==> src/rtl/pos_cnt_flag_pkg.sv <==
package pos_cnt_flag_pkg;

  // flag source selection, code values are part of the control word
  typedef enum logic [1:0] {
    FN_CARRY = 2'd0,
    FN_MATCH = 2'd1,
    FN_WRAP  = 2'd2,
    FN_INDEX = 2'd3
  } flag_fn_e;

  typedef enum logic [1:0] {
    SEL_COUNT  = 2'd0,
    SEL_PRESET = 2'd1,
    SEL_CTRL   = 2'd2,
    SEL_NONE   = 2'd3
  } wr_sel_e;

  typedef struct packed {
    flag_fn_e fn;
    logic     pl;
    logic     en;
  } ctl_t;

  // control word bit positions
  localparam int CTL_EN_BIT = 0;
  localparam int CTL_PL_BIT = 1;
  localparam int CTL_FN_LSB = 3;

endpackage

==> src/rtl/pos_cnt_flag_cfg.sv <==
module pos_cnt_flag_cfg
  import pos_cnt_flag_pkg::*;
#(
  parameter int LD_W = 24
) (
  input  logic            clk,
  input  logic            rst_n,
  input  logic            wr_en_i,
  input  logic [1:0]      wr_sel_i,
  input  logic [LD_W-1:0] wr_data_i,
  output logic [LD_W-1:0] preset_o,
  output ctl_t            ctl_o
);

  logic [LD_W-1:0] preset_q, preset_d;
  ctl_t            ctl_q, ctl_d;
  logic            preset_ce, ctl_ce;

  always_comb begin
    preset_ce = wr_en_i && (wr_sel_i == SEL_PRESET);
    ctl_ce    = wr_en_i && (wr_sel_i == SEL_CTRL);
    preset_d  = wr_data_i;
    ctl_d.en  = wr_data_i[CTL_EN_BIT];
    ctl_d.pl  = wr_data_i[CTL_PL_BIT];
    ctl_d.fn  = flag_fn_e'(wr_data_i[CTL_FN_LSB+1:CTL_FN_LSB]);
  end

  always_ff @(posedge clk or negedge rst_n) begin
    if (!rst_n) begin
      preset_q <= '0;
      ctl_q    <= '{fn: FN_CARRY, pl: 1'b0, en: 1'b0};
    end else begin
      if (preset_ce) preset_q <= preset_d;
      if (ctl_ce)    ctl_q    <= ctl_d;
    end
  end

  assign preset_o = preset_q;
  assign ctl_o    = ctl_q;

endmodule

==> src/rtl/pos_cnt_flag_core.sv <==
module pos_cnt_flag_core #(
  parameter int LD_W = 24
) (
  input  logic            clk,
  input  logic            rst_n,
  input  logic            up_i,
  input  logic            dn_i,
  input  logic            en_i,
  input  logic            wr_cnt_i,
  input  logic [LD_W-1:0] wr_data_i,
  input  logic            ld_pre_i,
  input  logic [LD_W-1:0] preset_i,
  output logic [LD_W:0]   count_o,
  output logic            carry_o,
  output logic            borrow_o,
  output logic            match_o
);

  localparam logic [LD_W-1:0] LO_MAX = {LD_W{1'b1}};

  logic [LD_W:0]   cnt_q, cnt_d;
  logic [LD_W-1:0] lo, lo_step;
  logic            up_ok, dn_ok, move, cnt_ce, wrap;

  always_comb begin
    lo      = cnt_q[LD_W-1:0];
    up_ok   = en_i && up_i && !dn_i;
    dn_ok   = en_i && dn_i && !up_i;
    // loads win over a step in the same cycle
    move    = (up_ok || dn_ok) && !wr_cnt_i && !ld_pre_i;
    lo_step = up_ok ? lo + 1'b1 : lo - 1'b1;
    carry_o  = move && up_ok && (lo == LO_MAX);
    borrow_o = move && dn_ok && (lo == '0);
    wrap     = carry_o || borrow_o;
    match_o  = move && (lo_step == preset_i);
    cnt_ce   = wr_cnt_i || ld_pre_i || move;
    if (wr_cnt_i)      cnt_d = {1'b0, wr_data_i};
    else if (ld_pre_i) cnt_d = {1'b0, preset_i};
    else               cnt_d = {cnt_q[LD_W] ^ wrap, lo_step};
  end

  always_ff @(posedge clk or negedge rst_n) begin
    if (!rst_n)      cnt_q <= '0;
    else if (cnt_ce) cnt_q <= cnt_d;
  end

  assign count_o = cnt_q;

endmodule

==> src/rtl/pos_cnt_flag_evt.sv <==
module pos_cnt_flag_evt
  import pos_cnt_flag_pkg::*;
(
  input  logic     clk,
  input  logic     rst_n,
  input  flag_fn_e fn_i,
  input  logic     carry_i,
  input  logic     borrow_i,
  input  logic     match_i,
  input  logic     idx_i,
  output logic     idx_rise_o,
  output logic     flag_o
);

  logic idx_q, flag_q, flag_d;

  always_comb begin
    idx_rise_o = idx_i && !idx_q;
    unique case (fn_i)
      FN_CARRY: flag_d = carry_i;
      FN_MATCH: flag_d = match_i;
      FN_WRAP:  flag_d = carry_i || borrow_i;
      FN_INDEX: flag_d = idx_rise_o;
      default:  flag_d = 1'b0;
    endcase
  end

  always_ff @(posedge clk or negedge rst_n) begin
    if (!rst_n) begin
      idx_q  <= 1'b0;
      flag_q <= 1'b0;
    end else begin
      idx_q  <= idx_i;
      flag_q <= flag_d;
    end
  end

  assign flag_o = flag_q;

endmodule

==> src/rtl/pos_cnt_flag.sv <==
module pos_cnt_flag
  import pos_cnt_flag_pkg::*;
#(
  parameter int LD_W   = 24,
  parameter int SYNC_N = 2
) (
  input  logic            clk,
  input  logic            rst_n,
  input  logic            up_i,
  input  logic            dn_i,
  input  logic            idx_i,
  input  logic            wr_en_i,
  input  logic [1:0]      wr_sel_i,
  input  logic [LD_W-1:0] wr_data_i,
  output logic [LD_W:0]   count_o,
  output logic            flag_o
);

  logic [SYNC_N-1:0] rs_q;
  logic              rst_sync_n;
  logic [LD_W-1:0]   preset;
  ctl_t              ctl;
  logic              wr_cnt, ld_pre, idx_rise;
  logic              carry, borrow, match;

  // reset: asserted at once, released after SYNC_N edges
  always_ff @(posedge clk or negedge rst_n) begin
    if (!rst_n) rs_q <= '0;
    else        rs_q <= {rs_q[SYNC_N-2:0], 1'b1};
  end
  assign rst_sync_n = rs_q[SYNC_N-1];

  always_comb begin
    wr_cnt = wr_en_i && (wr_sel_i == SEL_COUNT);
    ld_pre = idx_rise && ctl.pl && !wr_cnt;
  end

  pos_cnt_flag_cfg #(.LD_W(LD_W)) u_cfg (
    .clk       (clk),
    .rst_n     (rst_sync_n),
    .wr_en_i   (wr_en_i),
    .wr_sel_i  (wr_sel_i),
    .wr_data_i (wr_data_i),
    .preset_o  (preset),
    .ctl_o     (ctl)
  );

  pos_cnt_flag_core #(.LD_W(LD_W)) u_core (
    .clk       (clk),
    .rst_n     (rst_sync_n),
    .up_i      (up_i),
    .dn_i      (dn_i),
    .en_i      (ctl.en),
    .wr_cnt_i  (wr_cnt),
    .wr_data_i (wr_data_i),
    .ld_pre_i  (ld_pre),
    .preset_i  (preset),
    .count_o   (count_o),
    .carry_o   (carry),
    .borrow_o  (borrow),
    .match_o   (match)
  );

  pos_cnt_flag_evt u_evt (
    .clk        (clk),
    .rst_n      (rst_sync_n),
    .fn_i       (ctl.fn),
    .carry_i    (carry),
    .borrow_i   (borrow),
    .match_i    (match),
    .idx_i      (idx_i),
    .idx_rise_o (idx_rise),
    .flag_o     (flag_o)
  );

endmodule

==> config.mk <==
export PLATFORM = sky130hd
export DESIGN_NAME = pos_cnt_flag
export DESIGN_NICKNAME = d
export VERILOG_FILES = /design/src/rtl/pos_cnt_flag_pkg.sv /design/src/rtl/pos_cnt_flag_cfg.sv /design/src/rtl/pos_cnt_flag_core.sv /design/src/rtl/pos_cnt_flag_evt.sv /design/src/rtl/pos_cnt_flag.sv
export SDC_FILE = /design/constraint.sdc
export NUM_CORES = 1
export LEC_CHECK = 0
export BUFFER_PORTS_ARGS = -buffer_cell sky130_fd_sc_hd__buf_4
export CORE_UTILIZATION = 40
export CTS_BUF_LIST = sky130_fd_sc_hd__clkbuf_4
export CTS_CLUSTER_DIAMETER = 40
export DETAILED_ROUTE_END_ITERATION = 7
export HOLD_SLACK_MARGIN = 0.12
export MAX_ROUTING_LAYER = met4
export PLACE_DENSITY_LB_ADDON = 0.05
export SYNTH_ARGS = -nofsm -noshare
export SYNTH_HDL_FRONTEND = slang
export SYNTH_SLANG_ARGS = --single-unit
==> constraint.sdc <==
create_clock -name clk -period 2.26 [get_ports clk]
set_input_delay 0.452 -clock clk [delete_from_list [all_inputs] [get_ports clk]]
set_output_delay 0.452 -clock clk [all_outputs]
set_load 0.005 [all_outputs]
# Yosys cells after proc, flatten, opt, wreduce, memory -nomap -nowiden
# Cells that the tools add are included.
[classes] add_sub_neg=2 eq_ne=7 muxes=4 bitwise_logic=1 n_reduce_logical=29
[op_table] op="$mux W25" n=2
[op_table] op="$add A24 B1 Y24 const B" n=1
[op_table] op="$eq A24 B24 Y1" n=1
[op_table] op="$eq A24 B24 Y1 const B" n=1
[op_table] op="$logic_not A24 Y1" n=1
[op_table] op="$mux W24" n=1
[op_table] op="$sub A24 B1 Y24 const B" n=1
[op_table] op="$logic_and A1 B1 Y1" n=17
[op_table] op="$eq A2 B2 Y1 const B" n=3
[op_table] op="$logic_not A1 Y1" n=5
[op_table] op="$eq A2 B1 Y1 const B" n=2
[op_table] op="$logic_not A2 Y1" n=2
[op_table] op="$logic_or A1 B1 Y1" n=4
[op_table] op="$pmux W1 S4" n=1
[op_table] op="$xor A1 B1 Y1" n=1
[totals] register_bits=57 inputBits=32 out_inout_bits=26 elab_cells=51

# Logic depth before layout (Yosys ltp)
[depth] ltp_word=12 depth_mapped=12 depth_no_buf=11

# Hierarchy
# From an unflattened synthesis, not the netlist that was laid out.
[unflattened] cells_unflattened=484 hier_area_um2=4589.4
[modules_own_cells] module="pos_cnt_flag_core" n_inst=1 cells_per_inst=410 area_per_inst_um2=3280.6 seq_area_each_um2=625.6
[modules_own_cells] module="pos_cnt_flag_cfg" n_inst=1 cells_per_inst=60 area_per_inst_um2=1141.1 seq_area_each_um2=700.7
[modules_own_cells] module="pos_cnt_flag_evt" n_inst=1 cells_per_inst=8 area_per_inst_um2=93.8 seq_area_each_um2=50.0
[modules_own_cells] module="pos_cnt_flag" n_inst=1 cells_per_inst=6 area_per_inst_um2=73.8 seq_area_each_um2=50.0

# Least setup slack after synthesis
# OpenSTA, ideal clock, no wires.
[synth_path] path_kind="input to register" startpoint="input port dn_i" endpoint="register u_evt.flag_q (netlist: u_evt.flag_o)" setup_ps=76 arrival_time_ps=3937 required_ps=2184 slack_ps=-1753 cell_stages=11 path_buffers=0 path_cell_list="nand3b_1 fa_1 a21o_1 a21oi_1 xnor3_2 a2111oi_2 o311ai_1 a2111oi_0 nand4_1 or4_1 o21ai_1"
[synth_via] elab_chain_len=9 elab_cells_between_ends=16 cone_classes="eq/ne: 1; mux: 2; reduce/logical: 13"
[synth_lines] item="start: declaration" line="pos_cnt_flag.sv:10" rtl="input logic dn_i,"
[synth_lines] item="branches (longest 8 deep; another with $mux W24)"
[synth_lines] item="$pmux W1 S4 (*)" line="pos_cnt_flag_evt.sv:19" rtl="unique case (fn_i)"
[synth_lines] item="via u_evt.flag_d" line="pos_cnt_flag_evt.sv:15" rtl="logic idx_q, flag_q, flag_d;"
[synth_lines] item="end signal: assignment" line="pos_cnt_flag_evt.sv:34" rtl="flag_q <= flag_d;"
[synth_lines] item="end: declaration" line="pos_cnt_flag_evt.sv:15"
# Mark *: on every way through the listed nets, which the timed path passes.
# A chain may end at the register's enable or synchronous reset.

# Worst setup path after layout
[layout_path] startpoint="register u_cfg.ctl_q (netlist bit u_cfg.ctl_o[0])" endpoint="register u_evt.flag_q (netlist: u_evt.flag_o)"
[layout_via] elab_chain_len=9 elab_cells_between_ends=16 cone_classes="eq/ne: 1; mux: 2; reduce/logical: 13"
[layout_lines] item="start: declaration" line="pos_cnt_flag_cfg.sv:16" rtl="ctl_t ctl_q, ctl_d;"
[layout_lines] item="start signal: assignment" line="pos_cnt_flag_cfg.sv:31" rtl="ctl_q <= '{fn: FN_CARRY, pl: 1'b0, en: 1'b0};"
[layout_lines] item="start signal: assignment" line="pos_cnt_flag_cfg.sv:34" rtl="if (ctl_ce) ctl_q <= ctl_d;"
[layout_lines] item="branches (longest 8 deep; another with $mux W24)"
[layout_lines] item="$pmux W1 S4 (*)" line="pos_cnt_flag_evt.sv:19"
[layout_lines] item="via u_evt.flag_d" line="pos_cnt_flag_evt.sv:15"
# Marks and branches as above.

==> impl_metrics.yaml <==
clock_tree:
  cts_buffer_depth: 2
  clk_pin_slew_ns: 0.11
  numCtsBuffers: 9
  clk_latency_ns: 0.44
  htree_levels: 3
  cts_root_buf: "clkbuf_4"
  clock_sinks: 57
  cts_tree: "done"
floorplanning:
  io_pins: 58
  die_area_um2: 11800
  start_util: 0.415
  row_count: 38
  die_x_um: 109
  die_h_um: 109
  core-area_um2: 11000
power_and_ir_drop:
  p_per_area_nw_per_um2: 1560
  switchingPower_uw: 4860
  ir_drop_mv: 0.714
  p_clk_frac: 0.066
  power_leakage_uw: 0.00307
  p_int_uw: 6370
  switching_share: 0.433
  comb_power_share: 0.785
  p_seq_frac: 0.149
sta:
  rsz0062_at_grt: "yes"
  setup_ws_ns: -1.11
  hold_viol_final: 0
  min_period_ns: 3.37
  worst_clock_skew_ns: 0.0233
  fin_crit_sh: 1.49
  fmax_mhz: 297
  worst_pin_slew_ns: 0.678
  max_slew_margin: 0.548
  tns_ns: -9.28
  finalMaxSlewViolations: 0
  setup_viol: 18
synthesis:
  synthFlopType: "dfrtp_1"
  synth.top_cell.area_share: 0.313
  syn_inst: 491
  post-synth-top-area-cell: "dfrtp_1"
  yosys_warnings: 0
  ys_ff_latch: 57
  syn_nets: 546
  synth-seq-area-share: 0.313
  synthTopCellsByArea: "dfrtp_1 31%, mux2_2 6.9%, ha_1 6.0%"
  syn-cell-area_um2: 4560
  synth-edff-count: 0
  synth-async-reset-ratio: 1.00
  syn_area_per_cell_um2: 9.29
  ys_top_cells_by_count: "57 x dfrtp_1, 42 x a21oi_1, 30 x o22ai_1, 28 x mux2_2"
  synth.most_common_cell: "dfrtp_1"
  synth_cell_type_count: 67
global_route:
  grt_pass1_wl_um: 26300
  grt_pass1_vias: 4953
  antenna_found_initial: 0
  grt_usage: 0.307
  grt_max_degree: 41
  gr-total-overflow: 0
cells_and_area:
  fin_util: 0.658
  area_growth_pct: 58.4
  nets: 763
  drive_above_1_share: 0.518
critical_path:
  slowest_stage: "or4_1"
  cp_data_arrival_time_ns: 3.75
  rr_startpoint: "u_cfg.ctl_o[0]"
  cp-end-kind: "flop"
  cp_max_fo: 5
  slowest_delay_ns: 0.52
  crit_type: "flop to flop"
  startpoint: "u_cfg.ctl_o[0]"
  crit_path_start_kind: "flop"
  crit_required_ns: 2.64
  path_cells: "nand3b_1, buf_6, buf_8, buf_6, ha_4, a21o_1, a211oi_4, o31ai_4, o21bai_4, or4_1, a21oi_1, nand4_1, or4_1, o21ai_1"
drt:
  ant_nets: 0
  drc_errors: 0
  drt_first_pass_iters: 5
  post_drt_via_cell_ratio: 5.76
  drt_iter0_markers: 369
  wl_um: 16900
  wl_per_cell_um: 19.9
  vias: 4900
place:
  dp_hpwl_um: 12300
  io_buffers: 57
  gp_congestion: 0.988
  dpl_worst_slack_ns: -1.59
min_path:
  hold_class: "input pin to flop"
  hold_start: "idx_i"
run_status:
  status: "finished with violations"
  violations: "setup timing"
job:
  cap_violations: 0
[worst max-delay path: cells and delay by family (launching register included)]
kind            cells  cell delay (ns)
flops               1             0.36
simple gates        4             1.20
buf+inv             3             0.40
compound gates      6             1.11
fa+ha+maj           1             0.23
[logic make-up (layout without fill, tap and decap cells)]
logic type               after synthesis  count (layout)  share of synthesized area
adder cells (fa/ha/maj)               23              23                     0.0647
AO/OA/AOI/OAI                        161             161                      0.244
flip-flops                            57              57                      0.313
buffers and inverters                 33             252                     0.0337
XOR/XNOR                              43              43                     0.0955
multiplexers                          33              33                     0.0801
other                                  1               2                   0.000822
AND/OR/NAND/NOR                      140             140                      0.168
[path summary, 6_finish.rpt]
path / end / slack, ns / depth (start not counted)
min reg2reg: u_cfg.preset_o[8] / 0.30 / 0
max reg2reg: u_evt.flag_o / -1.11 / 14
max in group asynchronous: u_core.count_o[14] / 1.34 / 1
min: u_evt.idx_q / 0.23 / 2
max: u_evt.flag_o / -1.11 / 14
min in group asynchronous: u_cfg.preset_o[8] / 0.30 / 0
[layout make-up]
type	count	area [um2]
multi-input combinational	401	3610
timing repair buffer	235	1880
fill	925	3760
tap	140	175
clock buffer	11	82.6
antenna	1	2.50
clock inverter	2	33.8
inverter	4	15.0
sequential	57	1430
[metrics by stage]
step	cells	power, uW	hold WS (ns)	cell area (um2)
CTS	844	10500	0.191	6930
global route	850	12000	0.191	7220
floorplan	491	5530	0.156	4680
finish	851	11200	0.228	7220
detailed placement	819	8900	0.236	6370
global placement	819	8840	0.234	6370
[routing by layer]
layer  routed length (um)  share of wire  vias up  global-route usage
li1                     -              -     2336                   -
met3                  774          0.046       38              0.0562
met4                  465          0.028        0              0.0985
met1                 7610           0.45     2405               0.394
met2                 8050           0.48      121               0.487
met5                    0              0        -                   -
[power by group through the flow]
stage	logic [uW]	clock network, uW	registers [uW]
2_1_floorplan	3820	0	1710
3_3_place_gp	7190	0	1640
3_5_place_dp	7260	0	1640
4_1_cts	8060	772	1650
5_1_grt	9460	817	1700
6_report	8820	746	1670
[cell usage in the layout (no fill, tap or decap), types with 4 or more instances in the layout]
cell type / Yosys / routed
xnor2_2: 0 / 8
xor2_1: 12 / 10
nand4_1: 17 / 17
nor3b_1: 4 / 4
dfrtp_1: 57 / 56
clkbuf_4: 0 / 11
a21oi_1: 42 / 27
o22ai_1: 30 / 26
ha_1: 22 / 11
mux2i_1: 5 / 4
a21oi_2: 1 / 12
nor2_1: 26 / 23
xnor2_1: 27 / 18
nor3_1: 7 / 6
nand3b_1: 6 / 6
nor4_1: 8 / 7
nand2_1: 27 / 24
nand2b_1: 6 / 6
buf_6: 2 / 21
mux2_2: 28 / 28
nand3_1: 11 / 10
o21ai_0: 14 / 7
o21ai_1: 1 / 6
or4_1: 5 / 5
a21o_1: 17 / 17
inv_1: 4 / 4
buf_4: 2 / 210
ha_4: 0 / 10
a21oi_4: 0 / 4
[flip-flops by register name, indices dropped and copies added, names as in the netlist]
signal and cells:
u_cfg.ctl_o 4, u_evt.flag_o 1, u_evt.idx_q 1, u_core.count_o 25, u_cfg.preset_o 24, rs_q 2
[repair_timing]
| item | CTS | global route |
|---|---|---|
| buffers inserted | 10 | 8 |
| hold endpoints to repair | 2 | 0 |
| endpoints found under the setup margin | 21 | 22 |
| hold buffers | 1 | 0 |
| pin swaps | 39 | 36 |
| gates cloned | 1 | 0 |
| resized for setup | 59 | 46 |
No activity file was read; power rests on OpenSTA's default activity.
